$ cat src/rtl/dbgUartPkg.sv
package dbgUartPkg;

  typedef enum logic [2:0] {
    AB_IDLE,
    AB_ARM,
    AB_MEAS,
    RX_IDLE,
    RX_START,
    RX_DATA,
    RX_STOP
  } rxState_t;

  typedef enum logic {
    TX_IDLE,
    TX_BUSY
  } txState_t;

  // strobes from control to datapath
  typedef struct packed {
    logic measClr;
    logic measInc;
    logic lockPeriod;
    logic rxLoadHalf;
    logic rxLoadFull;
    logic rxShift;
    logic rxDeliver;
    logic txLoad;
    logic txShift;
  } dpStrobe_t;

  // conditions from datapath to control
  typedef struct packed {
    logic rxLine;
    logic rxFall;
    logic rxTick;
    logic rxBitLast;
    logic measOk;
    logic breakSeen;
    logic txTick;
    logic txBitLast;
  } dpStatus_t;

endpackage

$ cat src/rtl/dbgUartDatapath.sv
module dbgUartDatapath
  import dbgUartPkg::*;
#(
  parameter int CNT_W       = 16,
  parameter int SYNC_STAGES = 2,
  parameter int MIN_PERIOD  = 4
) (
  input  logic       clk,
  input  logic       rstN,
  input  logic       rxPin,
  input  logic       rxReady,
  input  logic [7:0] txData,
  input  dpStrobe_t  strobe,
  output dpStatus_t  status,
  output logic [7:0] rxData,
  output logic       rxValid,
  output logic       txLine
);

  localparam int MEAS_W = CNT_W + 3;
  localparam int LOW_W  = CNT_W + 4;
  localparam int FRAME_BITS = 10;
  localparam logic [CNT_W-1:0] MIN_P = CNT_W'(MIN_PERIOD);

  // input synchronizer, reset to the idle level
  logic [SYNC_STAGES-1:0] syncQ;
  logic rxLine, rxPrev;

  always_ff @(posedge clk) begin
    if (!rstN) begin
      syncQ  <= '1;
      rxPrev <= 1'b1;
    end else begin
      syncQ  <= {syncQ[SYNC_STAGES-2:0], rxPin};
      rxPrev <= rxLine;
    end
  end
  assign rxLine = syncQ[SYNC_STAGES-1];

  // rate measurement
  logic [MEAS_W-1:0] measCnt;
  logic [CNT_W-1:0]  period;
  logic [CNT_W-1:0]  measPeriod;
  assign measPeriod = measCnt[MEAS_W-1:3];

  always_ff @(posedge clk) begin
    if (!rstN) begin
      measCnt <= '0;
      period  <= '0;
    end else begin
      if (strobe.measClr)                 measCnt <= '0;
      else if (strobe.measInc && !(&measCnt)) measCnt <= measCnt + 1'b1;
      if (strobe.lockPeriod)              period  <= measPeriod;
    end
  end

  // receive timing and shift
  logic [CNT_W-1:0] rxTimer;
  logic [2:0]       bitIdx;
  logic [7:0]       rxShreg;

  always_ff @(posedge clk) begin
    if (!rstN) begin
      rxTimer <= '0;
      bitIdx  <= '0;
      rxShreg <= '0;
      rxData  <= '0;
      rxValid <= 1'b0;
    end else begin
      if (strobe.rxLoadHalf)      rxTimer <= (period >> 1) - 1'b1;
      else if (strobe.rxLoadFull) rxTimer <= period - 1'b1;
      else if (rxTimer != '0)     rxTimer <= rxTimer - 1'b1;

      if (strobe.rxLoadHalf)   bitIdx <= '0;
      else if (strobe.rxShift) bitIdx <= bitIdx + 1'b1;

      if (strobe.rxShift) rxShreg <= {rxLine, rxShreg[7:1]};

      if (strobe.rxDeliver) begin
        rxData  <= rxShreg;
        rxValid <= 1'b1;
      end else if (rxReady) begin
        rxValid <= 1'b0;
      end
    end
  end

  // break detection: low time against ten bit periods
  logic [LOW_W-1:0] lowCnt;
  logic [LOW_W-1:0] brkLimit;
  assign brkLimit = ({4'b0, period} << 3) + ({4'b0, period} << 1);

  always_ff @(posedge clk) begin
    if (!rstN)             lowCnt <= '0;
    else if (rxLine)       lowCnt <= '0;
    else if (!(&lowCnt))   lowCnt <= lowCnt + 1'b1;
  end

  // transmit
  logic [CNT_W-1:0]      txTimer;
  logic [3:0]            txCnt;
  logic [FRAME_BITS-1:0] txShreg;

  always_ff @(posedge clk) begin
    if (!rstN) begin
      txTimer <= '0;
      txCnt   <= '0;
      txShreg <= '1;
    end else if (strobe.txLoad) begin
      txTimer <= period - 1'b1;
      txCnt   <= '0;
      txShreg <= {1'b1, txData, 1'b0};
    end else if (strobe.txShift) begin
      txTimer <= period - 1'b1;
      txCnt   <= txCnt + 1'b1;
      txShreg <= {1'b1, txShreg[FRAME_BITS-1:1]};
    end else if (txTimer != '0) begin
      txTimer <= txTimer - 1'b1;
    end
  end
  assign txLine = txShreg[0];

  always_comb begin
    status.rxLine    = rxLine;
    status.rxFall    = rxPrev & ~rxLine;
    status.rxTick    = (rxTimer == '0);
    status.rxBitLast = (bitIdx == 3'd7);
    status.measOk    = (measPeriod >= MIN_P);
    status.breakSeen = (lowCnt > brkLimit);
    status.txTick    = (txTimer == '0);
    status.txBitLast = (txCnt == 4'(FRAME_BITS - 1));
  end

endmodule

$ cat src/rtl/dbgUartControl.sv
module dbgUartControl
  import dbgUartPkg::*;
(
  input  logic      clk,
  input  logic      rstN,
  input  dpStatus_t status,
  input  logic      txValid,
  output dpStrobe_t strobe,
  output logic      txReady,
  output logic      frameErr,
  output logic      baudLocked
);

  rxState_t rxState, rxNext;
  txState_t txState, txNext;
  logic     ferrNext;

  assign baudLocked = !(rxState inside {AB_IDLE, AB_ARM, AB_MEAS});
  assign txReady    = baudLocked && (txState == TX_IDLE);

  always_comb begin
    strobe   = '0;
    rxNext   = rxState;
    ferrNext = 1'b0;
    if (baudLocked && status.breakSeen) begin
      rxNext = AB_IDLE;
    end else begin
      unique case (rxState)
        AB_IDLE: if (status.rxLine) begin
          strobe.measClr = 1'b1;
          rxNext = AB_ARM;
        end
        AB_ARM: if (!status.rxLine) begin
          strobe.measInc = 1'b1;
          rxNext = AB_MEAS;
        end
        AB_MEAS: begin
          if (!status.rxLine) begin
            strobe.measInc = 1'b1;
          end else if (status.measOk) begin
            strobe.lockPeriod = 1'b1;
            rxNext = RX_IDLE;
          end else begin
            strobe.measClr = 1'b1;
            rxNext = AB_ARM;
          end
        end
        RX_IDLE: if (status.rxFall) begin
          strobe.rxLoadHalf = 1'b1;
          rxNext = RX_START;
        end
        RX_START: if (status.rxTick) begin
          if (!status.rxLine) begin
            strobe.rxLoadFull = 1'b1;
            rxNext = RX_DATA;
          end else begin
            rxNext = RX_IDLE;
          end
        end
        RX_DATA: if (status.rxTick) begin
          strobe.rxShift    = 1'b1;
          strobe.rxLoadFull = 1'b1;
          if (status.rxBitLast) rxNext = RX_STOP;
        end
        RX_STOP: if (status.rxTick) begin
          if (status.rxLine) strobe.rxDeliver = 1'b1;
          else               ferrNext = 1'b1;
          rxNext = RX_IDLE;
        end
        default: rxNext = AB_IDLE;
      endcase
    end

    txNext = txState;
    unique case (txState)
      TX_IDLE: if (txValid && baudLocked) begin
        strobe.txLoad = 1'b1;
        txNext = TX_BUSY;
      end
      TX_BUSY: if (status.txTick) begin
        strobe.txShift = 1'b1;
        if (status.txBitLast) txNext = TX_IDLE;
      end
      default: txNext = TX_IDLE;
    endcase
  end

  always_ff @(posedge clk) begin
    if (!rstN) begin
      rxState  <= AB_IDLE;
      txState  <= TX_IDLE;
      frameErr <= 1'b0;
    end else begin
      rxState  <= rxNext;
      txState  <= txNext;
      frameErr <= ferrNext;
    end
  end

endmodule

$ cat src/rtl/dbgUart.sv
module dbgUart
  import dbgUartPkg::*;
#(
  parameter int CNT_W       = 16,
  parameter int SYNC_STAGES = 2,
  parameter int MIN_PERIOD  = 4
) (
  input  logic       clk,
  input  logic       rstN,
  input  logic       rxPin,
  output logic       txLine,
  output logic [7:0] rxData,
  output logic       rxValid,
  input  logic       rxReady,
  input  logic [7:0] txData,
  input  logic       txValid,
  output logic       txReady,
  output logic       frameErr,
  output logic       baudLocked
);

  dpStrobe_t strobe;
  dpStatus_t status;

  dbgUartDatapath #(
    .CNT_W(CNT_W), .SYNC_STAGES(SYNC_STAGES), .MIN_PERIOD(MIN_PERIOD)
  ) u_dp (
    .clk(clk), .rstN(rstN), .rxPin(rxPin), .rxReady(rxReady),
    .txData(txData), .strobe(strobe), .status(status),
    .rxData(rxData), .rxValid(rxValid), .txLine(txLine)
  );

  dbgUartControl u_ctl (
    .clk(clk), .rstN(rstN), .status(status), .txValid(txValid),
    .strobe(strobe), .txReady(txReady), .frameErr(frameErr),
    .baudLocked(baudLocked)
  );

endmodule

$ cat config.mk
export PLATFORM = sky130hd
export DESIGN_NAME = dbgUart
export DESIGN_NICKNAME = d
export VERILOG_FILES = /design/src/rtl/dbgUartPkg.sv /design/src/rtl/dbgUartDatapath.sv /design/src/rtl/dbgUartControl.sv /design/src/rtl/dbgUart.sv
export SDC_FILE = /design/constraint.sdc
export NUM_CORES = 1
export LEC_CHECK = 0
export BUFFER_PORTS_ARGS = -buffer_cell sky130_fd_sc_hd__buf_4
export CAP_MARGIN = 20
export CORE_MARGIN = 2
export CORE_UTILIZATION = 57
export DETAILED_ROUTE_END_ITERATION = 10
export GPL_TIMING_DRIVEN = 0
export HOLD_SLACK_MARGIN = 0.06
export PLACE_DENSITY = 0.76
export SYNTH_ARGS = -nofsm -noshare
export SYNTH_HDL_FRONTEND = slang
export SYNTH_SLANG_ARGS = --single-unit
$ cat constraint.sdc
create_clock -name clk -period 4.7 [get_ports clk]
set_input_delay 0 -clock clk [delete_from_list [all_inputs] [get_ports clk]]
set_output_delay 0 -clock clk [all_outputs]
set_load 0.02 [all_outputs]
* Word level (Yosys, flattened, before mapping)
Index checks and enable logic that the tools add are counted.
Widths: inputs -> output; s select.
** Storage, ports and cells
- Register bits after elaboration :: 128
- Input bits :: 13
- Output and inout bits :: 13
- Word-level logic and storage cells :: 120
** Cells by class
- Add/subtract/negate cells :: 9
- $lt $le $gt $ge :: 2
- Equality and inequality tests :: 16
- Multiplexer cells :: 46
- Bitwise logic cells :: 5
- Reduce and logical (&&, ||, !) cells :: 26
** Operator list (number)
- $mux 16 :: 6
- $sub 16x1->16 const B :: 3
- $logic_not 16->1 :: 2
- $reduce_bool 16->1 :: 2
- $mux 3 :: 9
- $mux 1 :: 22
- $pmux 3 s7 :: 1
- $add 19x17->20 :: 1
- $add 20x1->20 const B :: 1
- $gt 20x20->1 :: 1
- $reduce_and 20->1 :: 1
- $add 19x1->19 const B :: 1
- $reduce_and 19->1 :: 1
- $mux 9 :: 2
- $ge 16x3->1 const B :: 1
- $ne 2x2->1 const B :: 8
- $sub 15x1->16 const B :: 1
- $eq 3x3->1 const B :: 4
- $reduce_or 2->1 :: 6
- $reduce_bool 3->1 :: 3
- $reduce_and 8->1 :: 1
- $mux 7 :: 1
- $eq 3x2->1 const B :: 2
- $pmux 1 s2 :: 3
- 12 further kinds :: 21

* Longest topological paths before layout
Gate-level depths: netlist (run 1).
- Word-level depth :: 7
- Gate-level depth with buffers :: 19
- Mapped depth without buffers :: 17

* Cells and area by module
Synthesis (run 1) repeated with hierarchy kept, for this count alone.
** Unflattened totals
- Cell total of the unflattened synthesis :: 904
- Area, all modules :: 7646.1 um^2
** By module, submodules not included
- dbgUartDatapath :: instances 1, cells each 850, area an instance 7183.1 um^2, sequential area each 2462.4 um^2
- dbgUartControl :: instances 1, cells each 54, area an instance 462.9 um^2, sequential area each 100.1 um^2

* Worst setup path after synthesis (run 1)
Ideal clock, no wire load.
- Path kind :: register -> register
- Start point :: reg u_dp.period[0]
- End point :: reg u_dp.rxTimer[10]
- Data arrival time :: 4.727 ns
- Required time :: 4.608 ns
- Path slack :: -0.119 ns
- Stages on the path, launching flop included :: 20
- Buffers on the path :: 2
- Period minus slack after synthesis :: 4.819 ns
- Cells stage by stage :: dfxtp_1 -> ha_1 -> fa_1 -> a21o_1 -> a21oi_1 -> o21a_1 -> o31ai_1 -> o41ai_1 -> nor4b_1 -> nor3_1 -> ha_1 -> a21o_1 -> a21o_1 -> a21oi_1 -> o211ai_1 -> clkbuf_1 -> a2111oi_0 -> o221ai_1 -> clkbuf_1 -> o32ai_1
** On the way
- Cells in the longest elaborated chain, start to end :: 6
- Elaborated cells on any way between the ends :: 8
- Those cells by class :: add/sub (2); order compare (1); mux (3); reduce/logical (2)
** Ends and longest elaborated chain
- from (decl) :: line dbgUartDatapath.sv:42 : logic [CNT_W-1:0] period;
- from (signal assigned) :: line dbgUartDatapath.sv:53 : if (strobe.lockPeriod) period <= measPeriod;
- $add 19x17->20 :: line dbgUartDatapath.sv:91 : assign brkLimit = ({4'b0, period} << 3) + ({4'b0, period} << 1);
- $gt 20x20->1 :: line dbgUartDatapath.sv:129 : status.breakSeen = (lowCnt > brkLimit);
- $logic_and 1x1->1 :: line dbgUartControl.sv:25 : if (baudLocked && status.breakSeen) begin
- $mux 7 :: line dbgUartControl.sv:25
- $mux 16 :: line dbgUartDatapath.sv:71 : else if (strobe.rxLoadFull) rxTimer <= period - 1'b1;
- $mux 16 :: line dbgUartDatapath.sv:70 : if (strobe.rxLoadHalf) rxTimer <= (period >> 1) - 1'b1;
- to (signal assigned) :: line dbgUartDatapath.sv:70
- to (signal assigned) :: line dbgUartDatapath.sv:71
- to (signal assigned) :: line dbgUartDatapath.sv:72 : else if (rxTimer != '0) rxTimer <= rxTimer - 1'b1;
- to (decl) :: line dbgUartDatapath.sv:58 : logic [CNT_W-1:0] rxTimer;
Several ways; a longest one is shown, not always the timed one.
A chain may end at the register's enable or synchronous reset.

* Final worst setup path (run 1)
- Start point :: reg u_dp.period[2]
- End point :: reg u_dp.rxTimer[15]
The elaborated chain is that of the path after synthesis.

==> metrics, run 1 <==
outcome=finished, final reports clean; Pwr Total=3645 uW; CTS tree=done; pin count of the biggest net entering global routing=17; Setup crit start kind=register; Max Clk Rate=roughly 0.21 GHz; grt ovf=0; initial antenna violation count=1; reg-to-reg slack, setup=between 0.03 and 0.04 ns; 1st-pass router iterations=9; Sink Count=approximately 130; Iter 0 DRT Violations=560; Worst R2R End=u_dp.rxTimer[15]; most frequent CP cell=a21o_1; Synth Area in Compound Gates=around 15%; Final Hold Fails=0; Critical Path Sink=u_dp.rxTimer[15]; fin crit period=about 4.7 ns; die height=~120 um; Yosys cell types=between 70 and 80; placed cell count=1116; GPL Wtd Cong=between 0.9 and 1; final setup fails=0; DR WL/cell=16.71 um; arrival time worst endpoint=around 5 ns; Cells after Synth=approximately 910; Critical Path RT=approximately 5.0 ns; Seq/Total Area, Yosys=33.80%; Area contributors post-synth=dfxtp_1 34%, ha_1 7.3%, nor2_1 7.0%; Die X=119.3 um; port buffer count=25; Num CTS Buffers=17; busiest metal layer after global routing=met2; All-Layer GR Usage=around 28%; Min-Delay Path Class=input pin to register; met3 GRT Util=6.418%; CP top delay family=compound AO/OA/AOI/OAI gates; Slowest-stage cell, CP=or4_4; synth warn=0; post-synthesis xor/xnor area fraction=between 10% and 20%; initial core utilization=57.71%; htree depth=4; final cell count without fillers=1178; largest family of logic cells by synthesized area=simple AND/OR/NAND/NOR gates; Rel. slew slack=between 20% and 30%; post-synthesis cell area=roughly 7600 um2; Worst-Skew Late Latency=around 0.43 ns; cell-by-cell trace of the critical path=ha_4 -> fa_2 -> a21o_1 -> a21oi_2 -> o21a_2 -> o31ai_4 -> o41ai_2 -> buf_4 -> buf_4 -> nor2_1 -> nor3_2 -> ha_1 -> a21o_1 -> a21o_1 -> a21oi_2 -> o211ai_1 -> clkbuf_8 -> a2111o_1 -> or4_4 -> o31ai_2; crit-path max FO=8; Synthesized Nets=972; final clock skew=roughly 0.0086 ns; max-cap viol count=0; dominant cell type by area after synthesis=dfxtp_1; cells on worst reg2reg path=20; nets@finish=between 1000 and 1500; Levels on crit path=20; mux contribution to synthesized area=approximately 4.9%; Core Region=13140 um2; # fillers=around 1000; Pleak=~0.0036 uW; P per Cell Area=399.4 nW/um2; Async S/R FF share, synth=0%; Vias=between 6000 and 7000; clk slew on worst S/H paths=approximately 0.060 ns; Post-synth EDFFs=0; Layout Utilization=between 60% and 70%; Simple-Gate Fraction of Synth Area=23.68%; die area=14240 um2; Max Root-Sink Buffers=2; I/O pin cnt=26; row count=42; share of layout cells above drive strength 1=14.07%; FF-to-FF Start=u_dp.period[2]; Detail Route Antenna Nets=0; worst-margin pin slew=approximately 1.1 ns; ant diodes=0; Total Wirelength=19.69 mm; GR Util met1=around 38%; CP bufs+invs=3; root buffer cell=clkbuf_16; Setup crit end kind=register; top cell type's share of synthesized area=about 34%; post-route clock period utilization=about 99%; Detailed Place HPWL=between 10 and 15 mm; crit path from=u_dp.period[2]; RSZ-0062 raised after global routing=yes; Synth Area in Adders=between 7 and 8%; peak supply drop=0.0003184 V; CP Class=register to register; Final Max Slew Viols=0; met2 GRT Util=a little over two fifths; vias per cell=5.923; Yosys reg bits=about 130; Crit path largest cell delay=~0.52 ns; DRC errors left=0; prevailing post-synth register cell=dfxtp_1; Layout area overhead=20.36%; vias in the first global route=6459; mean post-synth cell area=8.296 um2; first-pass GRT wire length=approximately 32 mm
[placed cells by master, fill, tap and decap left out, types with 9 or more instances in the layout]
cell type      count
mux2i_1           30
nor2_1           141
o21ai_0           22
dlygate4sd3_1     13
nand2b_1           9
ha_1              43
nand2_1           55
nor4_1            16
nand4_1           15
nand3_1           26
xnor2_1           52
inv_1             31
clkbuf_16         18
xor2_1            47
nor3_1            46
a211oi_1          13
dfxtp_1          124
a21oi_1           37
clkbuf_1          30
a21o_1            10
buf_4             44
[metrics by stage]
step                hold slack (ns)  TNS [ns]  cell area, um2  setup WS, ns
finish                      0.08331         0            9126       0.03640
floorplan                    0.1015         0            7590       0.03212
global route                 0.1385    -2.046            9126       -0.1636
global placement             0.1900    -24.68            7998       -0.9135
CTS                         0.07516         0            8879       0.01985
detailed placement           0.1868    -25.97            8005        -1.005
[state kept, by name, indices dropped and copies added (netlist names)]
| name | flops |
|---|---|
| u_dp.lowCnt | 20 |
| u_dp.measCnt | 19 |
| u_dp.period | 16 |
| u_dp.rxTimer | 16 |
| u_dp.txTimer | 16 |
| u_dp.txShreg | 9 |
| u_dp.rxData | 8 |
| u_dp.rxShreg | 8 |
| u_dp.txCnt | 4 |
| u_ctl.rxState | 3 |
| u_dp.bitIdx | 3 |
| u_dp.syncQ | 2 |
| u_ctl.frameErr | 1 |
| u_ctl.txState | 1 |
| u_dp.rxPrev | 1 |
| u_dp.rxValid | 1 |
[final cells by class]
| cell class | count | area [um2] | share of cell area (%) |
|---|---|---|---|
| plain buffers | 43 | 202.7 | 2.221 |
| flip-flops and latches | 128 | 2572 | 28.19 |
| clock inverters | 15 | 171.4 | 1.878 |
| repair buffers | 57 | 475.5 | 5.210 |
| clock buffers | 17 | 425.4 | 4.661 |
| multi-input cells | 710 | 4938 | 54.11 |
| inverters | 32 | 120.1 | 1.316 |
| well taps | 176 | 220.2 | 2.413 |
[cell families after synthesis]
family                   Yosys count
buffers and inverters             76
flip-flops                       128
AND/OR/NAND/NOR                  368
AO/OA/AOI/OAI                    162
adder cells (fa/ha/maj)           45
multiplexers                      36
XOR/XNOR                          99
[layer usage]
layer  part of all wire, %  vias up
li1                      -     3402
met1                    46     3270
met2                    44      244
met3                   6.8       59
met4                   3.1        2
met5                 0.066        -
[power breakdown]
group          internal, uW  leakage (uW)  total, uW  switching [uW]
clock                   799      0.000298       1350             554
combinational           451       0.00228        995             544
sequential             1190       0.00104       1300             106
[worst min-delay path by stage]
stage          startpoint            end  slack [ns]  depth (start not counted)
2_1_floorplan       rxPin  u_dp.syncQ[0]        0.10                          1
3_3_place_gp        rxPin  u_dp.syncQ[0]        0.19                          2
3_5_place_dp        rxPin  u_dp.syncQ[0]        0.19                          2
4_1_cts           txValid  u_dp.txCnt[0]        0.08                          4
5_1_grt           txValid  u_dp.txCnt[2]        0.14                          4
6_report          txValid  u_dp.txCnt[0]        0.08                          4
[Yosys cell counts, types with 6 or more instances]
cell	count
nor3_1	47
mux2_2	6
xnor2_1	52
nand2_1	55
o21ai_0	25
nand2b_1	9
nand4_1	15
dfxtp_1	128
mux2i_1	30
a211oi_1	14
o31ai_1	8
a21o_1	10
nor2_1	141
clkbuf_1	34
nand3_1	26
xor2_1	47
nor2b_1	6
and3_1	7
nor4_1	17
ha_1	44
or3_1	7
o22ai_1	6
inv_1	31
o21a_1	6
or4_1	9
a21oi_1	41
[worst reg2reg max path: stages, from the launching register on]
cell	delay [ns]
dfxtp_4	0.36
ha_4	0.17
fa_2	0.40
a21o_1	0.21
a21oi_2	0.18
o21a_2	0.19
o31ai_4	0.07
o41ai_2	0.21
buf_4	0.17
buf_4	0.11
nor2_1	0.05
nor3_2	0.17
ha_1	0.26
a21o_1	0.18
a21o_1	0.16
a21oi_2	0.18
o211ai_1	0.24
clkbuf_8	0.25
a2111o_1	0.45
or4_4	0.52
o31ai_2	0.07
[repair_timing]
action	in CTS	in global routing
endpoints found under the setup margin	40	39
pin swaps	8	25
resized for setup	28	34
hold buffers	13	0
cloned	1	1
endpoints found under the hold margin	12	0
buffers inserted	6	9
No activity file was read; power rests on OpenSTA's default activity.
==> inputs of run 2 (changes only) <==
--- a/config.mk
+++ b/config.mk
@@ -7,12 +7,12 @@
 export LEC_CHECK = 0
 export BUFFER_PORTS_ARGS = -buffer_cell sky130_fd_sc_hd__buf_4
 export CAP_MARGIN = 20
-export CORE_MARGIN = 2
+export CORE_MARGIN = 10
 export CORE_UTILIZATION = 57
 export DETAILED_ROUTE_END_ITERATION = 10
 export GPL_TIMING_DRIVEN = 0
 export HOLD_SLACK_MARGIN = 0.06
-export PLACE_DENSITY = 0.76
+export PLACE_DENSITY_LB_ADDON = 0.25
 export SYNTH_ARGS = -nofsm -noshare
 export SYNTH_HDL_FRONTEND = slang
 export SYNTH_SLANG_ARGS = --single-unit
==> run 2 against run 1 <==
Effect of this change:
- total power increased by 1.1%
- register-to-register slack improved by 0.02 ns
- utilization increased by 0.70 points
- hold slack got worse by 0.020 ns
- global-route usage decreased by 6.1 points
- clock power about the same
- critical path type unchanged
==> metrics, run 2 (same netlist as run 1, synthesis figures left out) <==
htree depth=4; post-route clock period utilization=a little over nine tenths; pin count of the biggest net entering global routing=17; crit-path max FO=5; CP Class=register to register; worst-margin pin slew=around 1.2 ns; Max Root-Sink Buffers=2; hold path depth=4; largest registers=u_dp.lowCnt (20), u_dp.measCnt (19); Detail Route Antenna Nets=0; initial core utilization=57.71%; ant diodes=0; Setup crit end kind=register; peak supply drop=approximately 0.00028 V; first-pass GRT wire length=between 30 and 40 mm; root buffer cell=clkbuf_16; max FFs per register=20; Total Wirelength=roughly 20 mm; outcome=finished, final reports clean; Iter 0 DRT Violations=around 620; P per Cell Area=399.9 nW/um2; Rel. slew slack=between 20 and 25%; Sink Count=128; CTS tree=done; RSZ-0062 raised after global routing=yes; row count=between 40 and 50; commonest non-fill, non-tap cell in the layout=nor2_1; Worst R2R End=u_dp.rxTimer[6]; Pleak=between 0.003 and 0.004 uW; final clock skew=~0.0084 ns; Setup WS pre-CTS=-1.070 ns; GPL Wtd Cong=0.9339; die height=135.3 um; vias in the first global route=about 6500; Layout area overhead=21.58%; share of layout cells above drive strength 1=between 10% and 20%; vias per cell=roughly 6; Final WS setup=~0.061 ns; FF-to-FF Start=u_dp.period[2]; arrival time worst endpoint=4.98 ns; Detailed Place HPWL=roughly 14 mm; port buffer count=25; DRC errors left=0; Num CTS Buffers=17; die area=approximately 18000 um2; Min-Delay Path Class=input pin to register; nets@finish=approximately 1000; cells on worst reg2reg path=19; grt ovf=0; hold path endpoint=u_dp.txCnt[0]; DR WL/cell=approximately 17 um; initial antenna violation count=0; Pwr Total=3686 uW; fin crit period=~4.6 ns; Worst-Skew Late Latency=0.43 ns; final setup fails=0; Setup crit start kind=register; Die X=roughly 140 um; 1st-pass router iterations=5; Final Max Slew Viols=0; Core Region=around 13000 um2; commonest cells after routing, fill and taps aside=141 x nor2_1, 124 x dfxtp_1, 55 x nand2_1; max-cap viol count=0; Final Hold Fails=0; Biggest register=u_dp.lowCnt; Vias=between 6000 and 7000; clk slew on worst S/H paths=about 0.070 ns; Critical Path RT=a little over 5 ns; reg-to-reg slack, setup=0.06 ns; All-Layer GR Usage=a little over a fifth; I/O pin cnt=26; Max Clk Rate=~0.22 GHz; hold_sp=txValid
run 2: changes by cell type in the layout (fill, tap and decap cells not counted), sizes merged:
| cell | before | now |
|---|---|---|
| buf | 54 | 55 |
| clkinv | 5 | 4 |
| clkinvlp | 0 | 1 |
run 2: repair_timing:
action,CTS,global route
endpoints found under the hold margin,12,0
gates resized for setup,30,45
setup buffers,8,7
endpoints found under the setup margin,40,40
pin swaps,8,17
gates cloned,0,3
hold buffers,13,0
run 2: worst max-delay path by stage:
stage / from / to / cells past startpoint / slack (ns)
after floorplan: u_dp.period[0] / u_dp.rxTimer[10] / 19 / 0.03
after global placement: u_dp.period[0] / u_dp.rxTimer[14] / 19 / -0.91
after CTS: u_dp.period[0] / u_dp.rxTimer[14] / 20 / 0.02
after detailed placement: u_dp.period[0] / u_dp.rxTimer[10] / 19 / -1.07
after global routing: u_dp.period[2] / u_dp.rxTimer[9] / 19 / -0.15
final: u_dp.period[2] / u_dp.rxTimer[6] / 19 / 0.06
run 2: critical path, cell delays in order (launching register included):
cell	delay (ns)
dfxtp_4	0.36
ha_4	0.16
fa_2	0.35
a21o_1	0.18
a21oi_2	0.16
o21a_1	0.20
o31ai_4	0.10
o41ai_2	0.23
buf_4	0.19
nor4b_4	0.20
nor3_2	0.07
ha_1	0.30
nand4_1	0.24
nor4_4	0.37
a21oi_2	0.12
nor3b_4	0.22
a2111oi_4	0.45
o221ai_4	0.22
buf_8	0.18
o32ai_1	0.25
run 2: layout make-up:
class	instances	area [um2]
plain buffers	43	216.5
clock buffers	17	425.4
clock inverters	15	192.7
fillers	1010	3919
inverters	32	120.1
multi-input cells	710	4974
flip-flops and latches	128	2572
well taps	176	220.2
repair buffers	58	498.0
run 2: stage by stage:
stage	hold WS, ns	setup TNS (ns)	util, %	instance area, um2	std cells
after floorplan	0.1015	0	-	7590	914
after global placement	0.1958	-24.09	60.88	7998	1115
after detailed placement	0.2108	-25.44	60.91	8003	1116
after CTS	0.06065	0	68.02	8936	1168
after global routing	0.1027	-1.250	70.17	9219	1179
final	0.06352	0	70.17	9219	1179
run 2: power breakdown:
part	switching (uW)	internal [uW]
combinational	557	452
clock	571	808
sequential	107	1190
run 2: per-layer routing:
layer	vias to the layer above	routed length (um)	global-route usage, %
met1	3290	8837	28.18
met3	34	1352	3.969
li1	3410	-	-
met4	0	403	7.237
met5	-	0	0
met2	230	9449	34.70
==> inputs of run 3 (changes only) <==
--- a/config.mk
+++ b/config.mk
@@ -15,4 +15,5 @@
 export PLACE_DENSITY_LB_ADDON = 0.25
 export SYNTH_ARGS = -nofsm -noshare
 export SYNTH_HDL_FRONTEND = slang
+export SYNTH_HIERARCHICAL = 1
 export SYNTH_SLANG_ARGS = --single-unit
==> run 3 against run 2 <==
Effect of this change:
- global-route usage decreased by 1.3 points
- maximum frequency increased by 1.7%
- total power increased by 2.1%
- largest power group unchanged
- highest routed layer unchanged
==> metrics, run 3 <==
outcome=finished, final reports clean; vias per cell=5.816; nets@finish=1034; Total Wirelength=about 19 mm; GPL Wtd Cong=slightly above 0.9; Yosys cell types=70; Rel. slew slack=~45%; clk slew on worst S/H paths=approximately 0.06 ns; Min-Delay Path Class=input pin to register; top-count cell post-synth=nor2_1; Area contributors post-synth=dfxtp_1 34%, ha_1 7.2%, mux2i_1 6.9%; share of layout cells above drive strength 1=between 10 and 15%; post-synthesis cell area=~7600 um2; root buffer cell=clkbuf_16; Seq/Total Area, Yosys=33.51%; synth warn=6; synth cell count leaders=129 x nor2_1, 128 x dfxtp_1, 68 x nand2_1, 53 x mux2i_1, 50 x xor2_1; final cell count without fillers=approximately 1200; die area=between 15000 and 20000 um2; Iter 0 DRT Violations=between 500 and 600; initial core utilization=approximately 58%; crit-path max FO=4; FF-to-FF Start=u_dp/period[0]; final clock skew=between 0.006 and 0.007 ns; Async S/R FF share, synth=0%; Core Region=~13000 um2; Synthesized Nets=a little under 1000; Slowest-stage cell, CP=nor4b_4; mean post-synth cell area=8.458 um2; arrival time worst endpoint=roughly 4.9 ns; I/O pin cnt=26; hold path depth=3; worst-margin pin slew=approximately 0.81 ns; post-route clock period utilization=between 90% and 100%; DR WL/cell=between 15 and 20 um; top cell type's share of synthesized area=between 30% and 40%; Max Root-Sink Buffers=2; 1st-pass router iterations=8; Pleak=between 0.003 and 0.004 uW; Setup crit end kind=register; fin crit period=around 4.6 ns; DRC errors left=0; Worst-Skew Late Latency=around 0.42 ns; Max Clk Rate=about 0.22 GHz; final setup fails=0; vias in the first global route=around 6200; dominant cell type by area after synthesis=dfxtp_1; Cells after Synth=between 900 and 1000; Critical Path RT=around 5 ns; Final Hold Fails=0; reg-to-reg slack, setup=about 0.14 ns; prevailing post-synth register cell=dfxtp_1; peak supply drop=between 0.0002 and 0.0003 V; hold path endpoint=u_dp/syncQ[0]; max FFs per register=20; initial antenna violation count=0; commonest non-fill, non-tap cell in the layout=nor2_1; cells on worst reg2reg path=22; placed cell count=between 1000 and 1500; grt ovf=0; RSZ-0062 raised after global routing=yes; ant diodes=0; Setup crit start kind=register; die height=135.8 um; Sink Count=between 100 and 150; Final Max Slew Viols=0; Die X=between 100 and 150 um; CP Class=register to register; commonest cells after routing, fill and taps aside=128 x nor2_1, 121 x dfxtp_1, 68 x nand2_1; first-pass GRT wire length=about 30 mm; Biggest register=u_dp/lowCnt; Crit path largest cell delay=around 0.40 ns; Post-synth EDFFs=0; port buffer count=25; Layout area overhead=19.75%; Detail Route Antenna Nets=0; Yosys reg bits=~130; Vias=6776; WHS=between 0.3 and 0.4 ns; Detailed Place HPWL=12.99 mm; largest registers=u_dp/lowCnt (20), u_dp/measCnt (19); Worst R2R End=u_dp/rxTimer[8]; htree depth=4; All-Layer GR Usage=20.22%; hold_sp=rxPin; pin count of the biggest net entering global routing=17; cell-by-cell trace of the critical path=ha_4 -> fa_2 -> a21oi_4 -> o21ai_2 -> o21ai_2 -> nor2_1 -> nor2_1 -> xnor2_1 -> ha_1 -> a21o_1 -> a21o_1 -> a21o_1 -> a211oi_2 -> o21ai_2 -> a2bb2oi_4 -> buf_12 -> nor4b_4 -> buf_4 -> nor2b_4 -> buf_4 -> a222oi_1 -> and2b_1; max-cap viol count=0; CTS tree=done; row count=between 40 and 50; P per Cell Area=between 400 and 500 nW/um2; Num CTS Buffers=17
[run 3: cell types whose count changed after synthesis, moves of 5 or more]
cell / delta
mux2i_1: +23
nor3_1: -23
xnor2_1: -16
nand2_1: +13
nor2_1: -12
a211oi_1: +6
and3_1: +6
nor2b_1: +6
and4_1: +5
inv_1: -5
o32ai_1: -5
or4_1: -5
[run 3: routing by layer]
layer	GRT usage (%)	wire [um]
met1	27.95	8966
met2	30.99	8482
met3	3.653	939
met4	6.758	292
met5	0	0
[run 3: repair_timing]
item / in CTS / in global routing
setup endpoints to repair: 40 / 35
pin swaps: 6 / 19
resized for setup: 28 / 30
endpoints found under the hold margin: 20 / 0
buffers inserted: 6 / 10
hold buffers: 12 / 0
[run 3: worst max-delay path by stage]
| stage | cells past startpoint | end | startpoint | slack (ns) |
|---|---|---|---|---|
| after CTS | 21 | u_dp/rxTimer[1] | u_dp/period[1] | 0.03 |
| after global routing | 22 | u_dp/rxTimer[1] | u_dp/period[0] | -0.10 |
| after detailed placement | 21 | u_dp/rxTimer[11] | u_dp/period[2] | -1.33 |
| final | 22 | u_dp/rxTimer[8] | u_dp/period[0] | 0.14 |
| after global placement | 21 | u_dp/rxTimer[11] | u_dp/period[0] | -1.26 |
| after floorplan | 22 | u_dp/rxTimer[1] | u_dp/period[2] | 0.03 |
[run 3: area by class of cell]
| cell class | instances | area (um2) |
|---|---|---|
| Sequential cell | 128 | 2576 |
| Clock inverter | 12 | 203.9 |
| Buffer | 44 | 221.5 |
| Multi-Input combinational cell | 706 | 4940 |
| Fill cell | 1035 | 4034 |
| Inverter | 26 | 97.59 |
| Clock buffer | 20 | 456.7 |
| Timing Repair Buffer | 53 | 440.4 |
| Tap cell | 176 | 220.2 |
[run 3: worst max-delay path, delay by kind of cell, from the launching register on]
family / cells / cell delay, ns
buffers and inverters: 3 / 0.47
flip-flops: 1 / 0.37
XOR/XNOR: 1 / 0.10
AND/OR/NAND/NOR: 5 / 0.81
AO/OA/AOI/OAI: 10 / 1.88
adder cells (fa/ha/maj): 3 / 0.86
[run 3: kinds of logic (layout without fill, tap and decap cells)]
family,Yosys count,in the layout,synth area share [%]
muxes,60,60,7.969
DFF,128,128,33.51
xor gates and xnor gates,86,86,9.851
buffers and inverters,70,155,3.796
AOI/OAI and AO/OA,144,144,12.99
adders and majority gates,45,45,7.462
and+or+nand+nor,371,371,24.42
[run 3: per-stage QoR]
stage	total power, uW	utilization [%]	setup slack, ns	setup TNS (ns)	area, um2
after floorplan	2080	-	0.02918	0	7649
after global placement	2245	61.08	-1.263	-29.19	8056
after detailed placement	2258	61.08	-1.325	-32.12	8056
after CTS	3747	68.19	0.03124	0	8995
after global routing	3956	69.42	-0.1010	-0.3502	9156
final	3764	69.42	0.1377	0	9156
[run 3: power breakdown]
part | internal (uW) | switching [uW] | total [uW]
Sequential | 1200 | 111 | 1310
Clock | 973 | 505 | 1480
Combinational | 444 | 532 | 977
